[src/rtl/irq_comb_pkg.sv]
package irq_comb_pkg;
  localparam int SRC_PER_GRP   = 8;
  localparam int GRP_PER_BANK  = 4;
  localparam int BANK_BITS     = SRC_PER_GRP * GRP_PER_BANK;
  localparam int BANK_STRIDE_LG = 4;

  typedef enum logic [3:0] {
    OFF_SET    = 4'h0,
    OFF_CLR    = 4'h4,
    OFF_STATUS = 4'hC
  } reg_off_e;
endpackage

[src/rtl/irq_comb_sync.sv]
module irq_comb_sync #(
  parameter int W = 8
) (
  input  logic         clk,
  input  logic         rst_n,
  input  logic [W-1:0] d,
  output logic [W-1:0] q
);
  logic [W-1:0] stage1;
  logic [W-1:0] stage2;

  always_ff @(posedge clk or negedge rst_n) begin
    if (!rst_n) begin
      stage1 <= '0;
      stage2 <= '0;
    end else begin
      stage1 <= d;
      stage2 <= stage1;
    end
  end

  assign q = stage2;
endmodule

[src/rtl/irq_comb_bank.sv]
module irq_comb_bank
  import irq_comb_pkg::*;
#(
  parameter int LANES = 4
) (
  input  logic                 clk,
  input  logic                 rst_n,
  input  logic                 set_we,
  input  logic                 clr_we,
  input  logic [BANK_BITS-1:0] wdata,
  input  logic [BANK_BITS-1:0] src,
  output logic [BANK_BITS-1:0] enable,
  output logic [BANK_BITS-1:0] status,
  output logic [LANES-1:0]     grp_irq
);
  localparam int USED = LANES * SRC_PER_GRP;
  localparam logic [BANK_BITS-1:0] LANE_MASK = {BANK_BITS{1'b1}} >> (BANK_BITS - USED);

  logic [BANK_BITS-1:0] en_q;
  logic [LANES-1:0]     grp_q;

  always_ff @(posedge clk or negedge rst_n) begin
    if (!rst_n) begin
      en_q <= '0;
    end else if (set_we) begin
      en_q <= en_q | (wdata & LANE_MASK);
    end else if (clr_we) begin
      en_q <= en_q & ~wdata;
    end
  end

  assign status = src & en_q;
  assign enable = en_q;

  for (genvar l = 0; l < LANES; l++) begin : g_lane
    always_ff @(posedge clk or negedge rst_n) begin
      if (!rst_n) grp_q[l] <= 1'b0;
      else        grp_q[l] <= |status[l*SRC_PER_GRP +: SRC_PER_GRP];
    end

    p_out_rise_r6: assert property (@(posedge clk) disable iff (!rst_n)
      (|status[l*SRC_PER_GRP +: SRC_PER_GRP]) |=> grp_irq[l]);
    p_out_fall_r7: assert property (@(posedge clk) disable iff (!rst_n)
      !(|status[l*SRC_PER_GRP +: SRC_PER_GRP]) |=> !grp_irq[l]);
  end

  assign grp_irq = grp_q;

  p_set_bits_r2: assert property (@(posedge clk) disable iff (!rst_n)
    set_we |=> ((enable & $past(wdata & LANE_MASK)) == $past(wdata & LANE_MASK)));
  p_set_keep_r2: assert property (@(posedge clk) disable iff (!rst_n)
    set_we |=> ((enable & $past(enable)) == $past(enable)));
  p_clr_bits_r3: assert property (@(posedge clk) disable iff (!rst_n)
    (clr_we && !set_we) |=> ((enable & $past(wdata)) == '0));
  p_clr_keep_r3: assert property (@(posedge clk) disable iff (!rst_n)
    (clr_we && !set_we) |=> ((enable & ~$past(wdata)) == ($past(enable) & ~$past(wdata))));
  p_idle_hold_r9: assert property (@(posedge clk) disable iff (!rst_n)
    (!set_we && !clr_we) |=> $stable(enable));
endmodule

[src/rtl/irq_combiner.sv]
module irq_combiner
  import irq_comb_pkg::*;
#(
  parameter int NUM_GROUPS = 20,
  parameter int ADDR_W     = 8
) (
  input  logic                              clk,
  input  logic                              rst_n,
  input  logic                              bus_wr,
  input  logic                              bus_rd,
  input  logic [ADDR_W-1:0]                 bus_addr,
  input  logic [31:0]                       bus_wdata,
  output logic [31:0]                       bus_rdata,
  input  logic [NUM_GROUPS*SRC_PER_GRP-1:0] irq_in,
  output logic [NUM_GROUPS-1:0]             irq_out
);
  localparam int NUM_SRC   = NUM_GROUPS * SRC_PER_GRP;
  localparam int NUM_BANKS = (NUM_GROUPS + GRP_PER_BANK - 1) / GRP_PER_BANK;
  localparam int PAD_W     = NUM_BANKS * BANK_BITS;
  localparam int BIDX_W    = ADDR_W - BANK_STRIDE_LG;

  logic [NUM_SRC-1:0]    src_sync;
  logic [PAD_W-1:0]      src_pad;
  logic [BIDX_W-1:0]     bank_idx;
  logic [3:0]            reg_off;
  logic                  bank_hit;
  logic [BANK_BITS-1:0]  bank_en [NUM_BANKS];
  logic [BANK_BITS-1:0]  bank_st [NUM_BANKS];
  logic [BANK_BITS-1:0]  rd_mux;
  logic                  rd_hit;
  logic [31:0]           rdata_q;

  irq_comb_sync #(.W(NUM_SRC)) u_sync (
    .clk(clk), .rst_n(rst_n), .d(irq_in), .q(src_sync)
  );

  assign src_pad  = PAD_W'(src_sync);
  assign bank_idx = bus_addr[ADDR_W-1:BANK_STRIDE_LG];
  assign reg_off  = bus_addr[BANK_STRIDE_LG-1:0];
  assign bank_hit = (32'(bank_idx) < NUM_BANKS);

  for (genvar b = 0; b < NUM_BANKS; b++) begin : g_bank
    localparam int LN = ((NUM_GROUPS - b*GRP_PER_BANK) >= GRP_PER_BANK) ?
                        GRP_PER_BANK : (NUM_GROUPS - b*GRP_PER_BANK);
    logic sel;
    assign sel = bank_hit && (32'(bank_idx) == b);

    irq_comb_bank #(.LANES(LN)) u_bank (
      .clk    (clk),
      .rst_n  (rst_n),
      .set_we (bus_wr && sel && (reg_off == OFF_SET)),
      .clr_we (bus_wr && sel && (reg_off == OFF_CLR)),
      .wdata  (bus_wdata),
      .src    (src_pad[b*BANK_BITS +: BANK_BITS]),
      .enable (bank_en[b]),
      .status (bank_st[b]),
      .grp_irq(irq_out[b*GRP_PER_BANK +: LN])
    );
  end

  always_comb begin
    rd_mux = '0;
    rd_hit = 1'b0;
    for (int b = 0; b < NUM_BANKS; b++) begin
      if (bank_hit && (32'(bank_idx) == b)) begin
        if (reg_off == OFF_SET || reg_off == OFF_CLR) begin
          rd_mux = bank_en[b];
          rd_hit = 1'b1;
        end else if (reg_off == OFF_STATUS) begin
          rd_mux = bank_st[b];
          rd_hit = 1'b1;
        end
      end
    end
  end

  always_ff @(posedge clk or negedge rst_n) begin
    if (!rst_n)      rdata_q <= '0;
    else if (bus_rd) rdata_q <= rd_mux;
  end

  assign bus_rdata = rdata_q;

  p_unmapped_read_r9: assert property (@(posedge clk) disable iff (!rst_n)
    (bus_rd && !rd_hit) |=> (bus_rdata == '0));
  p_rdata_hold_r4: assert property (@(posedge clk) disable iff (!rst_n)
    !bus_rd |=> $stable(bus_rdata));
  p_status_write_r9: assert property (@(posedge clk) disable iff (!rst_n)
    (bus_wr && (reg_off == OFF_STATUS)) |=> $stable(bank_en[0]));

  initial begin
    a_addr_fits_r8: assert (NUM_BANKS <= (1 << BIDX_W));
  end
endmodule

[config.mk]
export PLATFORM = sky130hd
export DESIGN_NAME = irq_combiner
export DESIGN_NICKNAME = d
export VERILOG_FILES = /design/src/rtl/irq_comb_pkg.sv /design/src/rtl/irq_comb_sync.sv /design/src/rtl/irq_comb_bank.sv /design/src/rtl/irq_combiner.sv
export SDC_FILE = /design/constraint.sdc
export NUM_CORES = 1
export LEC_CHECK = 0
export ABC_AREA = 1
export ABC_CLOCK_PERIOD_IN_PS = 3000
export BUFFER_PORTS_ARGS = -buffer_cell sky130_fd_sc_hd__buf_2
export CELL_PAD_IN_SITES_DETAIL_PLACEMENT = 0
export CELL_PAD_IN_SITES_GLOBAL_PLACEMENT = 2
export CORE_MARGIN = 4
export CORE_UTILIZATION = 41
export CTS_BUF_LIST = sky130_fd_sc_hd__clkbuf_8
export DETAILED_ROUTE_END_ITERATION = 16
export MAX_ROUTING_LAYER = met4
export PLACE_DENSITY = 0.95
export SYNTH_ARGS = -nofsm -noshare
export SYNTH_HDL_FRONTEND = slang
export SYNTH_SLANG_ARGS = --single-unit
[constraint.sdc]
create_clock -name clk -period 3 [get_ports clk]
set_clock_uncertainty 0.2 [all_clocks]
set_input_delay 0.45 -clock clk [delete_from_list [all_inputs] [get_ports clk]]
set_output_delay 0.45 -clock clk [all_outputs]
set_load 0.05 [all_outputs]
[After elaboration in Yosys (flattened, before gate mapping)]
Index checks and enable logic that the tools add are counted.
Cells by class
  magnitude comparators: 1
  equal/unequal tests: 6
  muxes and demuxes: 25
  bitwise operators: 16
  reduce and logical (&&, ||, !) cells: 48
Operators by type and width (count)
  $mux 32: 25
  $and 32x32->32: 10
  $or 32x32->32: 5
  $reduce_or 8->1: 20
  $not 32->32: 1
  $logic_and 1x1->1: 20
  $reduce_bool 2->1: 5
  $eq 4x2->1 const B: 2
  $eq 4x3->1 const B: 2
  $logic_not 4->1: 2
  $eq 4x1->1 const B: 1
  $eq 4x4->1 const B: 1
  $lt 4x3->1 const B: 1
  $logic_or 1x1->1: 1
Word-level totals
  register bits: 532
  input bits: 204
  logic and storage cells: 124

[Depth between registers and ports, before layout]
Gate-level depths: netlist of the first run.
  depth after elaboration: 16
  depth in mapped cells: 11
  depth with buffers taken out: 10

[Hierarchy]
Synthesis of the first run repeated with hierarchy kept, for this count alone.
Unflattened totals
  cell total of the unflattened synthesis: 2585
  area total of the unflattened synthesis: 21734.6 um^2
By module, submodules not included
  irq_comb_bank: times used 5, cells each 262, area each 1783.0 um^2, seq. area each 900.9 um^2
  irq_comb_sync: times used 1, cells each 320, area each 8007.7 um^2, seq. area each 8007.7 um^2
  irq_combiner: times used 1, cells each 955, area each 4812.1 um^2, seq. area each 800.8 um^2

[Least setup slack after synthesis of the first run]
OpenSTA, ideal clock, no wires.
  path kind: input -> register
  from: input bus_addr[7]
  to: register (tool-made name)
  setup time: 0.128 ns
  arrival: 1.382 ns
  data required time: 2.672 ns
  setup slack: 1.291 ns
  stages: 8
  path buffers: 2
  cell sequence: nor2_2 buf_4 nand3_2 nor2_2 inv_2 buf_2 o21ai_1 o21ai_1
RTL lines
  from (decl): line irq_combiner.sv:11  | input logic [ADDR_W-1:0] bus_addr,

[Worst setup path in the final report of the first run]
  from: register g_bank[0].u_bank.grp_q[2]
  to: output irq_out[2]
RTL lines
  from (decl): line irq_comb_bank.sv:20  | logic [LANES-1:0] grp_q;
  from (signal, indexed assignment): line irq_comb_bank.sv:38  | else grp_q[l] <= |status[l*SRC_PER_GRP +: SRC_PER_GRP];
  to (decl): line irq_combiner.sv:15  | output logic [NUM_GROUPS-1:0] irq_out
No word-level cell between the ends.

==> impl_table.tex, run 1 <==
\begin{tabular}{lr}
\hline
Metric & Value \\
\hline
\multicolumn{2}{l}{\textbf{Die}} \\
Number of rows created at floorplan & around 80 \\
Boundary Pins & 256 \\
Initial core utilization & 0.417 \\
Total core area & 0.0492 mm2 \\
Die Footprint & $\sim$0.054 mm2 \\
Die height & 232 um \\
Die span in x & 232 um \\
\multicolumn{2}{l}{\textbf{Final layout}} \\
Diodes inserted & 0 \\
Ratio of cells with drive above 1 in the final layout & 0.169 \\
Area growth from synthesis to final layout & 28.5\% \\
Fill cell instance count of the final layout & around 4300 \\
Total number of nets in the final design & 2798 \\
Finished layout cell area & 0.0263 mm2 \\
\multicolumn{2}{l}{\textbf{CTS}} \\
Worst-Skew Late Latency & 0.69 ns \\
Clock slew seen by the registers of the worst setup and hold paths & roughly 0.060 ns \\
CTS tree & yes \\
Post-cts resize count & 0 \\
Buffer type at the clock tree root & sky130\_fd\_sc\_hd\_\_clkbuf\_8 \\
Clock sinks & 532 \\
Longest Clk Path Bufs & 3 \\
CTS Buf Count & 88 \\
Number of H-tree levels & 3 \\
\multicolumn{2}{l}{\textbf{Logic synthesis}} \\
Warnings from Yosys & 0 \\
Synthesized area & 0.0205 mm2 \\
Most numerous cell types in the synthesized netlist & sky130\_fd\_sc\_hd\_\_nand2\_1 (592), sky130\_fd\_sc\_hd\_\_dfrtp\_1 (532), sky130\_fd\_sc\_hd\_\_o21ai\_1 (270), sky130\_fd\_sc\_hd\_\_inv\_1 (189), sky130\_fd\_sc\_hd\_\_nand3\_1 (185) \\
Number of enable flip-flop cells after synthesis & 0 \\
Proportion of netlist area held by the largest area contributor & 0.650 \\
Library cell with the largest summed area after synthesis & sky130\_fd\_sc\_hd\_\_dfrtp\_1 \\
Cell count after synthesis & between 2000 and 2500 \\
Commonest register cell after synthesis & sky130\_fd\_sc\_hd\_\_dfrtp\_1 \\
Part of the Yosys area used for sequential elements & 0.650 \\
Top-count cell post-synth & sky130\_fd\_sc\_hd\_\_nand2\_1 \\
Cell types with the largest area share after synthesis & sky130\_fd\_sc\_hd\_\_dfrtp\_1 (65\%), sky130\_fd\_sc\_hd\_\_nand2\_1 (11\%), sky130\_fd\_sc\_hd\_\_o21ai\_1 (6.6\%) \\
Asr flop ratio synth & 1.00 \\
Synth Register Bits & 532 \\
Mean cell area of the mapped netlist & about 9.6 um2 \\
Number of distinct standard cells referenced by the synthesized netlist & 24 \\
Net Count, Synth & 2334 \\
\multicolumn{2}{l}{\textbf{Setup path}} \\
Crit path max-delay family & flip-flops \\
Crit end category & output port \\
Top fanout value on the critical path & 1 \\
Delay of the slowest critical-path stage & 0.41 ns \\
Required time at the worst-slack endpoint & about 2.4 ns \\
Critical path buffer and inverter count & 1 \\
Slowest CP cell & sky130\_fd\_sc\_hd\_\_dfrtp\_1 \\
Kind of critical path & reg2out \\
CP Data Arrival Time & 1.38 ns \\
Critical Path Source Type & register \\
Critical Path, Cell by Cell & buf\_2 \\
\multicolumn{2}{l}{\textbf{Power}} \\
Overall power of the completed layout & 15.9 mW \\
Relative contribution of combinational cells to total power & 0.083 \\
Sw frac & 0.248 \\
Internal portion of total power & 12.0 mW \\
VDD IR-drop max & 0.435 mV \\
Static power due to leakage & 13.8 nW \\
Proportion of power drawn by flip-flops and latches & 0.487 \\
NetSw & 3.96 mW \\
Pwr dens & 605 mW/mm2 \\
Clock network fraction of design power & 0.430 \\
\multicolumn{2}{l}{\textbf{Global routing}} \\
Maximum number of pins on one net before global-route repair & 97 \\
Global-route usage over all layers & 0.250 \\
First-pass GRT wire length & 99.1 mm \\
Grt ovf & 0 \\
Number of global-route vias before repair & 17183 \\
Number of antenna violations at the first check in global routing & 1 \\
\multicolumn{2}{l}{\textbf{STA}} \\
Setup repair after global routing missed its margin & false \\
Count of final max-slew check failures & 0 \\
Normalized max-slew margin & 0.418 \\
Slew of the pin with the lowest slew margin & 0.872 ns \\
Setup TNS & 0 ns \\
Final setup viols & 0 \\
Tightest hold margin & 0.0440 ns \\
Max Clk Rate & 493 MHz \\
Final Critical Period & a little over 2 ns \\
Final worst-path cycle share & 0.676 \\
Hold Vio Cnt, Final & 0 \\
\multicolumn{2}{l}{\textbf{Routing}} \\
Via count normalized by instance count & 4.99 \\
DRC violation total after the first TritonRoute iteration & 1216 \\
Final Routed Wirelength & 64.1 mm \\
Detailed-router iteration count before antenna repair & 5 \\
Post-route antenna net violation count & 0 \\
DRC violations left & 0 \\
Wire per inst & 19.3 um \\
Vias post-DR & 16558 \\
\multicolumn{2}{l}{\textbf{Placement}} \\
Final RePlAce weighted congestion & 0.936 \\
Placed Instance Area & 0.0226 mm2 \\
Count of buffers inserted at the top-level ports & 255 \\
Post-detail-place hpwl & 41.1 mm \\
\multicolumn{2}{l}{\textbf{Run status}} \\
Status & complete, no violations \\
\multicolumn{2}{l}{\textbf{Worst hold path}} \\
Classification of the worst-slack hold path & in2reg \\
\multicolumn{2}{l}{\textbf{Flow run}} \\
Count of max-cap constraint violations & 0 \\
\hline
\end{tabular}
-- through the flow --
stage,std cells,utilization,worst slack [ns]
3_3_place_gp,2988,0.460,0.517
6_report,3317,0.536,0.971
4_1_cts,3317,0.536,0.916
2_1_floorplan,2130,-,1.29
5_1_grt,3317,0.536,0.912
3_5_place_dp,2988,0.460,0.462
-- layout by cell type, fill, tap and decap left out, drive strengths merged, types with 8 or more instances in the layout --
master,synthesis,routed
dfrtp,532,532
clkbuf,24,109
bufinv,0,8
buf,80,298
o21ai,320,320
nor4,27,27
inv,199,221
nand2,594,594
dlygate4sd3,0,180
o211ai,50,50
nand3,188,188
a21oi,32,32
nor2,65,65
clkinv,1,9
-- power groups by stage --
stage | Clock (mW) | Combinational [mW] | Sequential [mW]
2_1_floorplan | 0 | 0.392 | 7.98
3_3_place_gp | 0 | 1.12 | 7.88
3_5_place_dp | 0 | 1.14 | 7.88
4_1_cts | 7.01 | 1.32 | 7.76
5_1_grt | 7.36 | 1.45 | 7.79
6_report | 6.85 | 1.32 | 7.76
-- routing by layer --
metal | track usage | vias up | routed length, um
met5 | - | - | 0
met4 | 0.0981 | 0 | 2450
met3 | 0.0487 | 153 | 3750
met2 | 0.402 | 565 | 31100
met1 | 0.314 | 7969 | 26800
li1 | - | 7871 | -
-- logic make-up after synthesis --
logic type      count (synthesis)  synth area share
buf+inv                       304            0.0611
compound gates                419             0.112
flops                         532             0.650
simple gates                  875             0.177
-- final timing paths --
check / from / endpoint / slack (ns) / cells after the start
setup / recovery: g_bank[0].u_bank.grp_irq[2]$_DFF_PN0_ / irq_out[2] / 0.97 / 1
hold / removal: bus_wdata[23] / register / 0.04 / 3
setup reg to reg: register / g_bank[2].u_bank.grp_irq[1]$_DFF_PN0_ / 1.31 / 4
hold reg to reg: u_sync.stage1[27]$_DFF_PN0_ / u_sync.q[27]$_DFF_PN0_ / 0.13 / 0
max in group asynchronous: rst_n / async pin / 1.49 / 3
min in group asynchronous: rst_n / u_sync.stage1[36]$_DFF_PN0_ / 0.19 / 2
-- final cells by class --
cell class / count / area (um2) / share of cell area
inverter: 200 / 751 / 0.0285
multi-input combinational: 1294 / 5930 / 0.225
timing repair buffer: 478 / 3610 / 0.137
tap: 664 / 831 / 0.0316
clock buffer: 109 / 1500 / 0.0570
sequential: 532 / 13300 / 0.506
clock inverter: 40 / 393 / 0.0149
-- timing repair --
action                                 CTS  global route
setup buffers                            0             0
setup endpoints to repair                0             0
endpoints found under the hold margin  303             0
hold buffers                           180             0
Note: power is estimated with default switching activity, not from simulation.
==> inputs of run 2 (changes only) <==
ABC_CLOCK_PERIOD_IN_PS = 1900   (was 3000)
CORE_UTILIZATION = 38   (was 41)
PLACE_DENSITY = 0.92   (was 0.95)
clock period = 1.9 ns   (was 3 ns; I/O delays follow)
==> run 2 against run 1 <==
Against the previous run:
- largest cell class unchanged
- combinational power increased by 77%
- count of clock-buffer cells in the layout increased by 3
- critical path depth increased by 13
==> impl_table.tex, run 2 (synthesized netlist as in run 1, its figures left out) <==
\begin{tabular}{lr}
\hline
Metric & Value \\
\hline
\multicolumn{2}{l}{\textbf{Die}} \\
Total core area & 0.0530 mm2 (+7.8\%) \\
Number of rows created at floorplan & 84 (+3.7\%) \\
Die Footprint & 0.0577 mm2 (+7.6\%) \\
Die span in x & 240 um (+3.7\%) \\
Die height & 240 um (+3.7\%) \\
Initial core utilization & 0.387 (-0.0300) \\
Boundary Pins & 256 (unchanged) \\
\multicolumn{2}{l}{\textbf{Setup path}} \\
Crit path max-delay family & buffers and inverters \\
Critical Path, Cell by Cell & dlygate4sd3\_1, buf\_2, nand2\_2, inv\_2, buf\_12, buf\_12, nand3\_1, nand2\_1, nand2\_1, nand2\_1, nor2\_1, nand3\_1, nand2\_1, nand2\_1 \\
Path length in cells of the critical path & 14 (+13) \\
Internal reg-to-reg setup slack & 0.33 ns (-0.98 ns) \\
Worst reg2reg path depth & 4 (unchanged) \\
CP Data Arrival Time & 2.20 ns (+0.82 ns) \\
Kind of critical path & in2reg \\
Endpoint of the worst-slack reg-to-reg timing path & g\_bank[2].u\_bank.grp\_irq[1]\$\_DFF\_PN0\_ \\
Critical path buffer and inverter count & 5 (+4) \\
Dominant cell type by count on the critical path & sky130\_fd\_sc\_hd\_\_nand2\_1 \\
Delay of the slowest critical-path stage & 0.53 ns (+0.12 ns) \\
Crit end category & register \\
Top fanout value on the critical path & 22 (+21) \\
Critical Path Source Type & primary input \\
Capturing element of the worst setup path & bus\_rdata[12]\$\_DFFE\_PN0P\_ \\
Origin of the worst setup path & bus\_addr[3] \\
Slowest CP cell & sky130\_fd\_sc\_hd\_\_dlygate4sd3\_1 \\
Required time at the worst-slack endpoint & 2.26 ns (-0.09 ns) \\
\multicolumn{2}{l}{\textbf{Final layout}} \\
Fin cells & 3472 (+4.7\%) \\
Total number of nets in the final design & 2924 (+4.5\%) \\
Ratio of cells with drive above 1 in the final layout & 0.189 (+0.0201) \\
Commonest cells after routing, fill and taps aside & sky130\_fd\_sc\_hd\_\_nand2\_1 (591), sky130\_fd\_sc\_hd\_\_dfrtp\_1 (532), sky130\_fd\_sc\_hd\_\_o21ai\_1 (270) \\
Fill cell instance count of the final layout & 4739 (+10\%) \\
Area growth from synthesis to final layout & 35.8\% \\
Most common cell after layout, fill and taps aside & sky130\_fd\_sc\_hd\_\_nand2\_1 \\
\multicolumn{2}{l}{\textbf{STA}} \\
Final worst-path cycle share & 0.968 \\
Tightest hold margin & 0.0283 ns (-0.0158 ns) \\
Normalized max-slew margin & 0.597 (+0.179) \\
Count of final max-slew check failures & 0 (unchanged) \\
Setup repair after global routing missed its margin & false \\
Final setup viols & 0 (unchanged) \\
Setup TNS & 0 ns (unchanged) \\
Hold Vio Cnt, Final & 0 (unchanged) \\
Final Critical Period & 1.84 ns \\
Max Clk Rate & 544 MHz \\
Slew of the pin with the lowest slew margin & 0.590 ns (-0.282 ns) \\
\multicolumn{2}{l}{\textbf{Routing}} \\
Final Routed Wirelength & 67.3 mm (+5.0\%) \\
Via count normalized by instance count & 4.91 (-1.7\%) \\
Detailed-router iteration count before antenna repair & 5 (unchanged) \\
Post-route antenna net violation count & 0 (unchanged) \\
Wire per inst & 19.4 um (+0.28\%) \\
DRC violations left & 0 (unchanged) \\
DRC violation total after the first TritonRoute iteration & 1218 (+0.16\%) \\
Vias post-DR & 17042 (+2.9\%) \\
\multicolumn{2}{l}{\textbf{CTS}} \\
Postcts setup bufs & 0 (unchanged) \\
CTS tree & yes \\
CTS Buf Count & 88 (unchanged) \\
Longest Clk Path Bufs & 3 (unchanged) \\
Worst-Skew Late Latency & 0.69 ns (about the same) \\
Clock slew seen by the registers of the worst setup and hold paths & 0.06 ns (about the same) \\
Clock sinks & 532 (unchanged) \\
Number of H-tree levels & 3 (unchanged) \\
Buffer type at the clock tree root & sky130\_fd\_sc\_hd\_\_clkbuf\_8 \\
\multicolumn{2}{l}{\textbf{Flow run}} \\
Count of max-cap constraint violations & 0 (unchanged) \\
\multicolumn{2}{l}{\textbf{Power}} \\
VDD IR-drop max & 0.658 mV (+51\%) \\
Pwr dens & 909 mW/mm2 (+50\%) \\
Static power due to leakage & 14.5 nW (+5.2\%) \\
\multicolumn{2}{l}{\textbf{Global routing}} \\
Met2 demand-to-capacity share in global routing & 0.397 (-0.00551) \\
Busiest metal layer after global routing & met2 \\
First-pass GRT wire length & 104 mm (+4.8\%) \\
Maximum number of pins on one net before global-route repair & 100 (+3.1\%) \\
Number of global-route vias before repair & 17973 (+4.6\%) \\
Grt ovf & 0 (unchanged) \\
Number of antenna violations at the first check in global routing & 0 (-1) \\
Met3 GRT Util & 0.0447 (-0.00394) \\
Global-route usage over all layers & 0.245 (-0.00541) \\
Met1 Usage GRT & 0.307 (-0.00705) \\
\multicolumn{2}{l}{\textbf{Placement}} \\
Placed cell count & 3084 (+3.2\%) \\
Final RePlAce weighted congestion & 0.898 (-4.1\%) \\
Count of buffers inserted at the top-level ports & 255 (unchanged) \\
Post-detail-place hpwl & 44.4 mm (+8.1\%) \\
\multicolumn{2}{l}{\textbf{Worst hold path}} \\
Classification of the worst-slack hold path & in2async \\
\multicolumn{2}{l}{\textbf{Run status}} \\
Status & complete, no violations \\
\hline
\end{tabular}
-- run 2: cell type report --
type	instances	area [um2]	share of cell area
flip-flops and latches	532	13300	0.478
multi-input cells	1294	5930	0.213
repair buffers	604	5090	0.183
clock buffers	112	1540	0.0554
well taps	688	861	0.0309
inverters	200	751	0.0270
clock inverters	41	337	0.0121
diodes	1	2.50	0.0000899
-- run 2: stage by stage --
stage | util | setup slack, ns | power (mW) | area (um2)
after floorplan | - | 0.356 | 13.2 | 20500
after global placement | 0.445 | -0.159 | 14.4 | 23600
after detailed placement | 0.445 | -0.180 | 14.4 | 23600
after CTS | 0.524 | 0.00294 | 25.5 | 27800
after global routing | 0.525 | 0.00176 | 26.4 | 27800
final | 0.525 | 0.0604 | 25.3 | 27800
-- run 2: routing by layer --
layer  share of wire  vias up
met1            0.42     8193
li1                -     8140
met5               0        -
met3           0.057      139
met4           0.038        0
met2            0.49      570
-- run 2: worst register-to-register path, cell delays in order, from the launching register on --
cell and delay [ns]:
sky130_fd_sc_hd__dfrtp_1 0.40, sky130_fd_sc_hd__nand2_1 0.07, sky130_fd_sc_hd__inv_1 0.05, sky130_fd_sc_hd__a2111oi_0 0.49
sky130_fd_sc_hd__nand2_1 0.20
-- run 2: where the power goes --
part	internal [mW]	switching [mW]	leakage, nW
Combinational	0.920	1.41	6.83
Sequential	11.9	0.337	6.65
Clock	6.00	4.71	1.04
Total	18.8	6.46	14.5
-- run 2: timing repair --
action,4_1_cts,5_1_grt
gates resized for setup,5,4
endpoints found under the setup margin,5,12
hold buffers,231,3
hold endpoints to repair,884,3
gates cloned,0,0
-- run 2: how the worst min path moves through the flow --
stage                              endpoint  slack, ns   startpoint
6_report                          async pin       0.03        rst_n
5_1_grt        u_sync.stage1[143]$_DFF_PN0_     0.0005  irq_in[143]
4_1_cts                           async pin    0.00004        rst_n
3_5_place_dp         u_sync.q[39]$_DFF_PN0_      -0.07        rst_n
3_3_place_gp         u_sync.q[39]$_DFF_PN0_      -0.08        rst_n
2_1_floorplan                     async pin      -0.21        rst_n
